[src/rtl/dma_seq_pkg.sv]
package dma_seq_pkg;

  typedef enum logic [1:0] {
    AM_HOLD = 2'b00,
    AM_UP   = 2'b01,
    AM_DOWN = 2'b10,
    AM_RSVD = 2'b11
  } addr_mode_e;

  typedef enum logic [1:0] {
    UNIT_B1  = 2'b00,
    UNIT_B2  = 2'b01,
    UNIT_B4  = 2'b10,
    UNIT_B16 = 2'b11
  } unit_e;

  localparam int N_SIDES  = 2;
  localparam int SIDE_SRC = 0;
  localparam int SIDE_DST = 1;
  localparam int STEP_W   = 5;

  // byte distance moved per transfer for a unit size
  function automatic logic [STEP_W-1:0] unit_step(unit_e u);
    return STEP_W'(1) << (u == UNIT_B16 ? 3'd4 : {1'b0, u});
  endfunction

  // a mode/unit pairing that must not be used
  function automatic logic mode_bad(addr_mode_e m, unit_e u);
    return (m == AM_RSVD) || ((u == UNIT_B16) && (m != AM_UP));
  endfunction

endpackage

[src/rtl/dma_addr_reg.sv]
module dma_addr_reg
  import dma_seq_pkg::*;
#(
  parameter int AW = 32
) (
  input  logic          clk,
  input  logic          rst_n,
  input  logic          load,
  input  logic [AW-1:0] load_val,
  input  logic          upd,
  input  addr_mode_e    mode,
  input  unit_e         unit,
  output logic [AW-1:0] addr
);

  logic [AW-1:0] step_w;
  logic [AW-1:0] nxt;

  assign step_w = AW'(unit_step(unit));

  always_comb begin
    nxt = addr;
    if (load) begin
      nxt = load_val;
    end else if (upd) begin
      case (mode)
        AM_UP:   nxt = addr + step_w;
        AM_DOWN: nxt = addr - step_w;
        default: nxt = addr;
      endcase
    end
  end

  always_ff @(posedge clk or negedge rst_n) begin
    if (!rst_n) addr <= '0;
    else        addr <= nxt;
  end

  // nothing moves without a load or an update
  p_idle_hold_r6: assert property (@(posedge clk) disable iff (!rst_n)
    (!load && !upd) |=> (addr == $past(addr)));

  // a load wins over an update
  p_load_wins_r11: assert property (@(posedge clk) disable iff (!rst_n)
    load |=> (addr == $past(load_val)));

  // hold mode leaves the address alone on an update
  p_hold_mode_r1: assert property (@(posedge clk) disable iff (!rst_n)
    (upd && !load && mode == AM_HOLD) |=> (addr == $past(addr)));

endmodule

[src/rtl/dma_cfg_check.sv]
module dma_cfg_check
  import dma_seq_pkg::*;
(
  input  logic               clk,
  input  logic               rst_n,
  input  addr_mode_e         src_mode,
  input  addr_mode_e         dst_mode,
  input  unit_e              unit,
  input  logic               single_mode,
  input  logic               ext_on_dst,
  input  logic               err_clr,
  output logic [N_SIDES-1:0] side_used,
  output logic               illegal,
  output logic               err
);

  logic [N_SIDES-1:0] side_bad;

  // in single mode the external side is not addressed at all
  assign side_used[SIDE_SRC] = !(single_mode && !ext_on_dst);
  assign side_used[SIDE_DST] = !(single_mode &&  ext_on_dst);

  assign side_bad[SIDE_SRC] = mode_bad(src_mode, unit);
  assign side_bad[SIDE_DST] = mode_bad(dst_mode, unit);

  assign illegal = |(side_used & side_bad);

  always_ff @(posedge clk or negedge rst_n) begin
    if (!rst_n)       err <= 1'b0;
    else if (illegal) err <= 1'b1;
    else if (err_clr) err <= 1'b0;
  end

  // an illegal setting raises the flag
  p_flag_sets_r4: assert property (@(posedge clk) disable iff (!rst_n)
    illegal |=> err);

  // the flag stays until a clear request
  p_flag_sticky_r5: assert property (@(posedge clk) disable iff (!rst_n)
    (err && !err_clr) |=> err);

  // a clean config with no flag stays clean
  p_flag_quiet_r5: assert property (@(posedge clk) disable iff (!rst_n)
    (!err && !illegal) |=> !err);

  // single mode always leaves exactly one side in use
  p_one_side_r7: assert property (@(posedge clk) disable iff (!rst_n)
    single_mode |-> ($countones(side_used) == 1));

endmodule

[src/rtl/dma_ack_gen.sv]
module dma_ack_gen (
  input  logic clk,
  input  logic rst_n,
  input  logic single_mode,
  input  logic ack_on_write,
  input  logic ack_high,
  input  logic rd_strobe,
  input  logic wr_strobe,
  output logic ack
);

  logic active;

  always_comb begin
    if (single_mode)       active = rd_strobe | wr_strobe;
    else if (ack_on_write) active = wr_strobe;
    else                   active = rd_strobe;
  end

  assign ack = ack_high ? active : !active;

  // no cycle in progress means deasserted level
  p_idle_level_r10: assert property (@(posedge clk) disable iff (!rst_n)
    (!rd_strobe && !wr_strobe) |-> (ack == !ack_high));

  // single mode acknowledges any cycle
  p_single_any_r9: assert property (@(posedge clk) disable iff (!rst_n)
    (single_mode && (rd_strobe || wr_strobe)) |-> (ack == ack_high));

  // dual mode, write-cycle select ignores a lone read
  p_dual_sel_r8: assert property (@(posedge clk) disable iff (!rst_n)
    (!single_mode && ack_on_write && rd_strobe && !wr_strobe) |-> (ack == !ack_high));

endmodule

[src/rtl/dma_addr_seq.sv]
module dma_addr_seq
  import dma_seq_pkg::*;
#(
  parameter int AW = 32
) (
  input  logic          clk,
  input  logic          rst_n,
  input  logic [1:0]    src_mode,
  input  logic [1:0]    dst_mode,
  input  logic [1:0]    unit_sel,
  input  logic          single_mode,
  input  logic          ext_on_dst,
  input  logic          ack_on_write,
  input  logic          ack_high,
  input  logic          rd_strobe,
  input  logic          wr_strobe,
  input  logic          xfer_done,
  input  logic          err_clr,
  input  logic          src_ld,
  input  logic [AW-1:0] src_ld_val,
  input  logic          dst_ld,
  input  logic [AW-1:0] dst_ld_val,
  output logic [AW-1:0] src_addr,
  output logic [AW-1:0] dst_addr,
  output logic          ack,
  output logic          cfg_err
);

  addr_mode_e                   side_mode [N_SIDES];
  unit_e                        unit;
  logic [N_SIDES-1:0]           side_used;
  logic [N_SIDES-1:0]           side_ld;
  logic [N_SIDES-1:0][AW-1:0]   side_ld_val;
  logic [N_SIDES-1:0][AW-1:0]   side_addr;
  logic                         illegal;
  logic                         go;

  assign side_mode[SIDE_SRC]   = addr_mode_e'(src_mode);
  assign side_mode[SIDE_DST]   = addr_mode_e'(dst_mode);
  assign unit                  = unit_e'(unit_sel);
  assign side_ld[SIDE_SRC]     = src_ld;
  assign side_ld[SIDE_DST]     = dst_ld;
  assign side_ld_val[SIDE_SRC] = src_ld_val;
  assign side_ld_val[SIDE_DST] = dst_ld_val;

  dma_cfg_check u_check (
    .clk         (clk),
    .rst_n       (rst_n),
    .src_mode    (side_mode[SIDE_SRC]),
    .dst_mode    (side_mode[SIDE_DST]),
    .unit        (unit),
    .single_mode (single_mode),
    .ext_on_dst  (ext_on_dst),
    .err_clr     (err_clr),
    .side_used   (side_used),
    .illegal     (illegal),
    .err         (cfg_err)
  );

  assign go = xfer_done && !cfg_err && !illegal;

  for (genvar g = 0; g < N_SIDES; g++) begin : g_side
    dma_addr_reg #(.AW(AW)) u_reg (
      .clk      (clk),
      .rst_n    (rst_n),
      .load     (side_ld[g]),
      .load_val (side_ld_val[g]),
      .upd      (go && side_used[g]),
      .mode     (side_mode[g]),
      .unit     (unit),
      .addr     (side_addr[g])
    );
  end

  assign src_addr = side_addr[SIDE_SRC];
  assign dst_addr = side_addr[SIDE_DST];

  dma_ack_gen u_ack (
    .clk          (clk),
    .rst_n        (rst_n),
    .single_mode  (single_mode),
    .ack_on_write (ack_on_write),
    .ack_high     (ack_high),
    .rd_strobe    (rd_strobe),
    .wr_strobe    (wr_strobe),
    .ack          (ack)
  );

  // a raised flag freezes both addresses unless loaded
  p_err_freeze_r6: assert property (@(posedge clk) disable iff (!rst_n)
    (cfg_err && !src_ld && !dst_ld) |=> ($stable(src_addr) && $stable(dst_addr)));

  // the external side in single mode never moves
  p_ext_src_hold_r7: assert property (@(posedge clk) disable iff (!rst_n)
    (single_mode && !ext_on_dst && !src_ld) |=> $stable(src_addr));

  p_ext_dst_hold_r7: assert property (@(posedge clk) disable iff (!rst_n)
    (single_mode && ext_on_dst && !dst_ld) |=> $stable(dst_addr));

endmodule

[config.mk]
export PLATFORM = sky130hd
export DESIGN_NAME = dma_addr_seq
export DESIGN_NICKNAME = d
export VERILOG_FILES = /design/src/rtl/dma_seq_pkg.sv /design/src/rtl/dma_addr_reg.sv /design/src/rtl/dma_cfg_check.sv /design/src/rtl/dma_ack_gen.sv /design/src/rtl/dma_addr_seq.sv
export SDC_FILE = /design/constraint.sdc
export NUM_CORES = 1
export LEC_CHECK = 0
export BUFFER_PORTS_ARGS = -buffer_cell sky130_fd_sc_hd__buf_4
export CAP_MARGIN = 25
export CORE_MARGIN = 2
export CORE_UTILIZATION = 30
export DETAILED_ROUTE_END_ITERATION = 7
export HOLD_SLACK_MARGIN = 0.02
export MAX_ROUTING_LAYER = met4
export PLACE_DENSITY = 0.46
export SETUP_SLACK_MARGIN = 0.15
export SYNTH_ARGS = -nofsm -noshare
export SYNTH_HDL_FRONTEND = slang
export SYNTH_SLANG_ARGS = --single-unit
[constraint.sdc]
create_clock -name clk -period 4.3 [get_ports clk]
set_clock_uncertainty 0.2 [all_clocks]
set_input_delay 0.43 -clock clk [delete_from_list [all_inputs] [get_ports clk]]
set_output_delay 0.43 -clock clk [all_outputs]
set_load 0.005 [all_outputs]
==> summary.txt <==
Route
  • Drt first pass iters: 4
  • WL per Instance: 16.3 µm
  • Residual DRC: 0
  • Routed via count: 6,278
  • Routed WL: 20.1 mm
  • Routed Antenna Nets: 0
  • Initial DRC Count: 240
  • Via density: 5.11

Critical path
  • Crit Path Class: primary input to flop
  • Startpoint Class: primary input
  • Worst endpoint required time: 4310 ps
  • Crit path capture type: flop
  • Reg2Reg Launch Point: g_side[0].u_reg.addr[0]
  • Crit-path max FO: 4
  • R2R Setup Slk: 900 ps
  • R2R cell count: 13
  • Crit path from: unit_sel[0]
  • Critical Path AT: 3660 ps

Yosys
  • Syn avg cell area: 7.93 µm²
  • #FFs+latches synth: 65
  • Distinct cells, synth: 70
  • Post-Syn Instances: 812
  • Post-synth ARST share: 100%
  • Mapped cell area: 6440 µm²
  • Sequential fraction of the synthesis area: 25.3%
  • Ys Warns: 0
  • Post-synth EDFFs: 0
  • Ys flop type: dfrtp_1
  • Syn Nets: 961

Clock tree
  • # Post-CTS Setup Buffers: 0
  • Post_cts resized: 0
  • TritonCTS clock tree: done
  • Num CTS Buffers: 9
  • Clock Latency Late Sink: 340 ps
  • Root Driver: clkbuf_16
  • Sink Count: 65
  • Clock tree buffer depth: 2
  • H-tree depth: 3
  • Clock slew at reported path FFs: 60 ps
  • Post-cts hold buffer count: 0

Flow run
  • Number of max-cap violations: 0

Place
  • GPL Wtd Cong: 0.886
  • Placed cells: 1,213
  • Buffers on Ports: 147
  • Cell area after placement: 7860 µm²
  • Hpwl dp: 15.6 mm

Finish
  • Area grow syn2layout: 26.3%
  • Commonest non-fill, non-tap cells in the layout: buf_4 (161), nand2_1 (95), a21oi_1 (91), o21ai_0 (89)
  • # diodes: 0
  • Commonest non-fill, non-tap cell in the layout: buf_4
  • Final Cell Area: 8130 µm²
  • Final net count: 1,098
  • Ratio of cells with drive above 1 in the final layout: 21.7%
  • Final cell count without fillers: 1,228

Global routing
  • First-pass GRT wire length: 32.3 mm
  • Initial antenna violation count: 0
  • All-layer global routing usage: 18.6%
  • Vias in the first global route: 6,176
  • Total congestion overflow: 0
  • Largest net degree at the start of global routing: 74

Power and ir drop
  • P per Cell Area: 318 nW/µm²
  • Sw Ratio: 36.6%
  • Combinational share of power: 42.6%
  • Internal power: 1.64 mW
  • Leakage: 3.83 nW
  • Clock network power share: 28.2%
  • Sw power: 0.945 mW
  • Highest ir drop seen on vdd: 0.170 mV
  • Seq pwr share: 29.2%

Timing
  • Fin crit share: 84.9%
  • Final setup viols: 0
  • Slew @ Worst Pin: 912 ps
  • Relative slew slack: 39.2%
  • F_max: 274 MHz
  • Setup TNS Final: 0 ps
  • Unrepaired setup endpoints after global routing: no
  • Slew Viols, Final: 0
  • Min Tclk post-route: 3650 ps
  • Final Hold Vio Count: 0

Hold path
  • Hold WC Path Type: primary input to asynchronous set/reset pin

Floorplan
  • Die ar.: 22,700 µm²
  • Initial core utilization: 30.6%
  • Die extent in y: 151 µm
  • Die Wd: 151 µm
  • Num ports: 148
  • FP Rows: 53
  • Core Area: 21,000 µm²

Outcome
  • Outcome: finished, final reports clean
## stage by stage
stage | hold WS, ps | setup slack [ps] | utilization (%) | total power, mW
2_1_floorplan | -65.6 | 603 | - | 1.48
3_3_place_gp | 355 | 361 | 37.3 | 1.88
3_5_place_dp | 363 | 272 | 37.4 | 1.87
4_1_cts | 58.6 | 629 | 38.7 | 2.62
5_1_grt | 88.5 | 372 | 38.7 | 2.79
6_report | 26.5 | 650 | 38.7 | 2.58
## final timing paths
kind | endpoint
min in group clk | u_check.err
max reg2reg | g_side[0].u_reg.addr[28]
min reg2reg | u_check.err
min | g_side[0].u_reg.addr[16]
max in group asynchronous | g_side[1].u_reg.addr[6]
max | g_side[0].u_reg.addr[28]
## critical path: stages
cell       delay [ps]
buf_4             120
or2_2             300
ha_1              300
mux2i_1           110
fa_1              470
a211o_1           350
a21oi_2           140
o21ai_1           140
o2111ai_1         280
nand3_2           150
a2111oi_2         300
o21ai_1           110
a2111oi_1         360
nor3_1            100
## layout make-up
class,instances,area [µm²]
fillers,2279,12900
multi-input cells,685,4560
flip-flops and latches,65,1630
repair buffers,162,1230
well taps,275,344
clock buffers,11,233
inverters,26,97.6
clock inverters,4,45.0
## power by group through the flow
stage | Sequential [mW] | Combinational (mW) | Clock, mW
after floorplan | 0.746 | 0.737 | 0
after CTS | 0.756 | 1.11 | 0.758
after detailed placement | 0.766 | 1.11 | 0
final | 0.754 | 1.10 | 0.730
after global routing | 0.764 | 1.24 | 0.784
after global placement | 0.768 | 1.11 | 0
## Yosys cell counts, drive strengths merged, types with 4 or more instances
cell type  instances  share of area (%)
nor2              59                3.4
mux2i             16                2.5
nand2             95                5.5
nor3              13                1.1
o21bai             9                1.0
a21oi             92                7.2
or3                5               0.49
o21a              11                1.3
mux2               5               0.87
nand3             10               0.93
a21o              23                2.7
inv               26                1.5
clkbuf            26                1.5
and3               7               0.70
nand4              7               0.68
nand2b             9               0.87
and2               6               0.60
nor2b             14                1.4
xnor2             29                3.9
nor3b              8               0.93
nor4               4               0.39
o31ai              6               0.85
xor2              18                2.4
buf               10               0.97
and4               4               0.54
a211oi            22                2.8
or2                5               0.49
ha                65                 13
o211ai             4               0.47
o21ai             95                7.4
dfrtp             65                 25
o31a               7               0.97
## logic make-up (layout without fill, tap and decap cells)
family	Yosys count	after routing	synth area share, %
buffers and inverters	62	203	4.00
multiplexers	21	21	3.36
AND/OR/NAND/NOR	251	251	18.7
adder cells (fa/ha/maj)	67	67	13.2
AO/OA/AOI/OAI	299	299	29.0
flip-flops	65	65	25.3
XOR/XNOR	47	47	6.39
## per-layer routing
metal / part of all wire [%] / track usage (%) / up-vias / routed length (µm)
li1: - / - / 3239 / -
met1: 46 / 24.0 / 2894 / 9250
met5: 0 / - / - / 0
met3: 4.3 / 3.24 / 16 / 870
met2: 48 / 30.4 / 129 / 9670
met4: 1.3 / 4.25 / 0 / 263
## sequential cells by signal, summed over array words and instances, names as in the netlist
signal	count
u_check.err	1
g_side.u_reg.addr	64
Power figures use the tool's default switching activity.
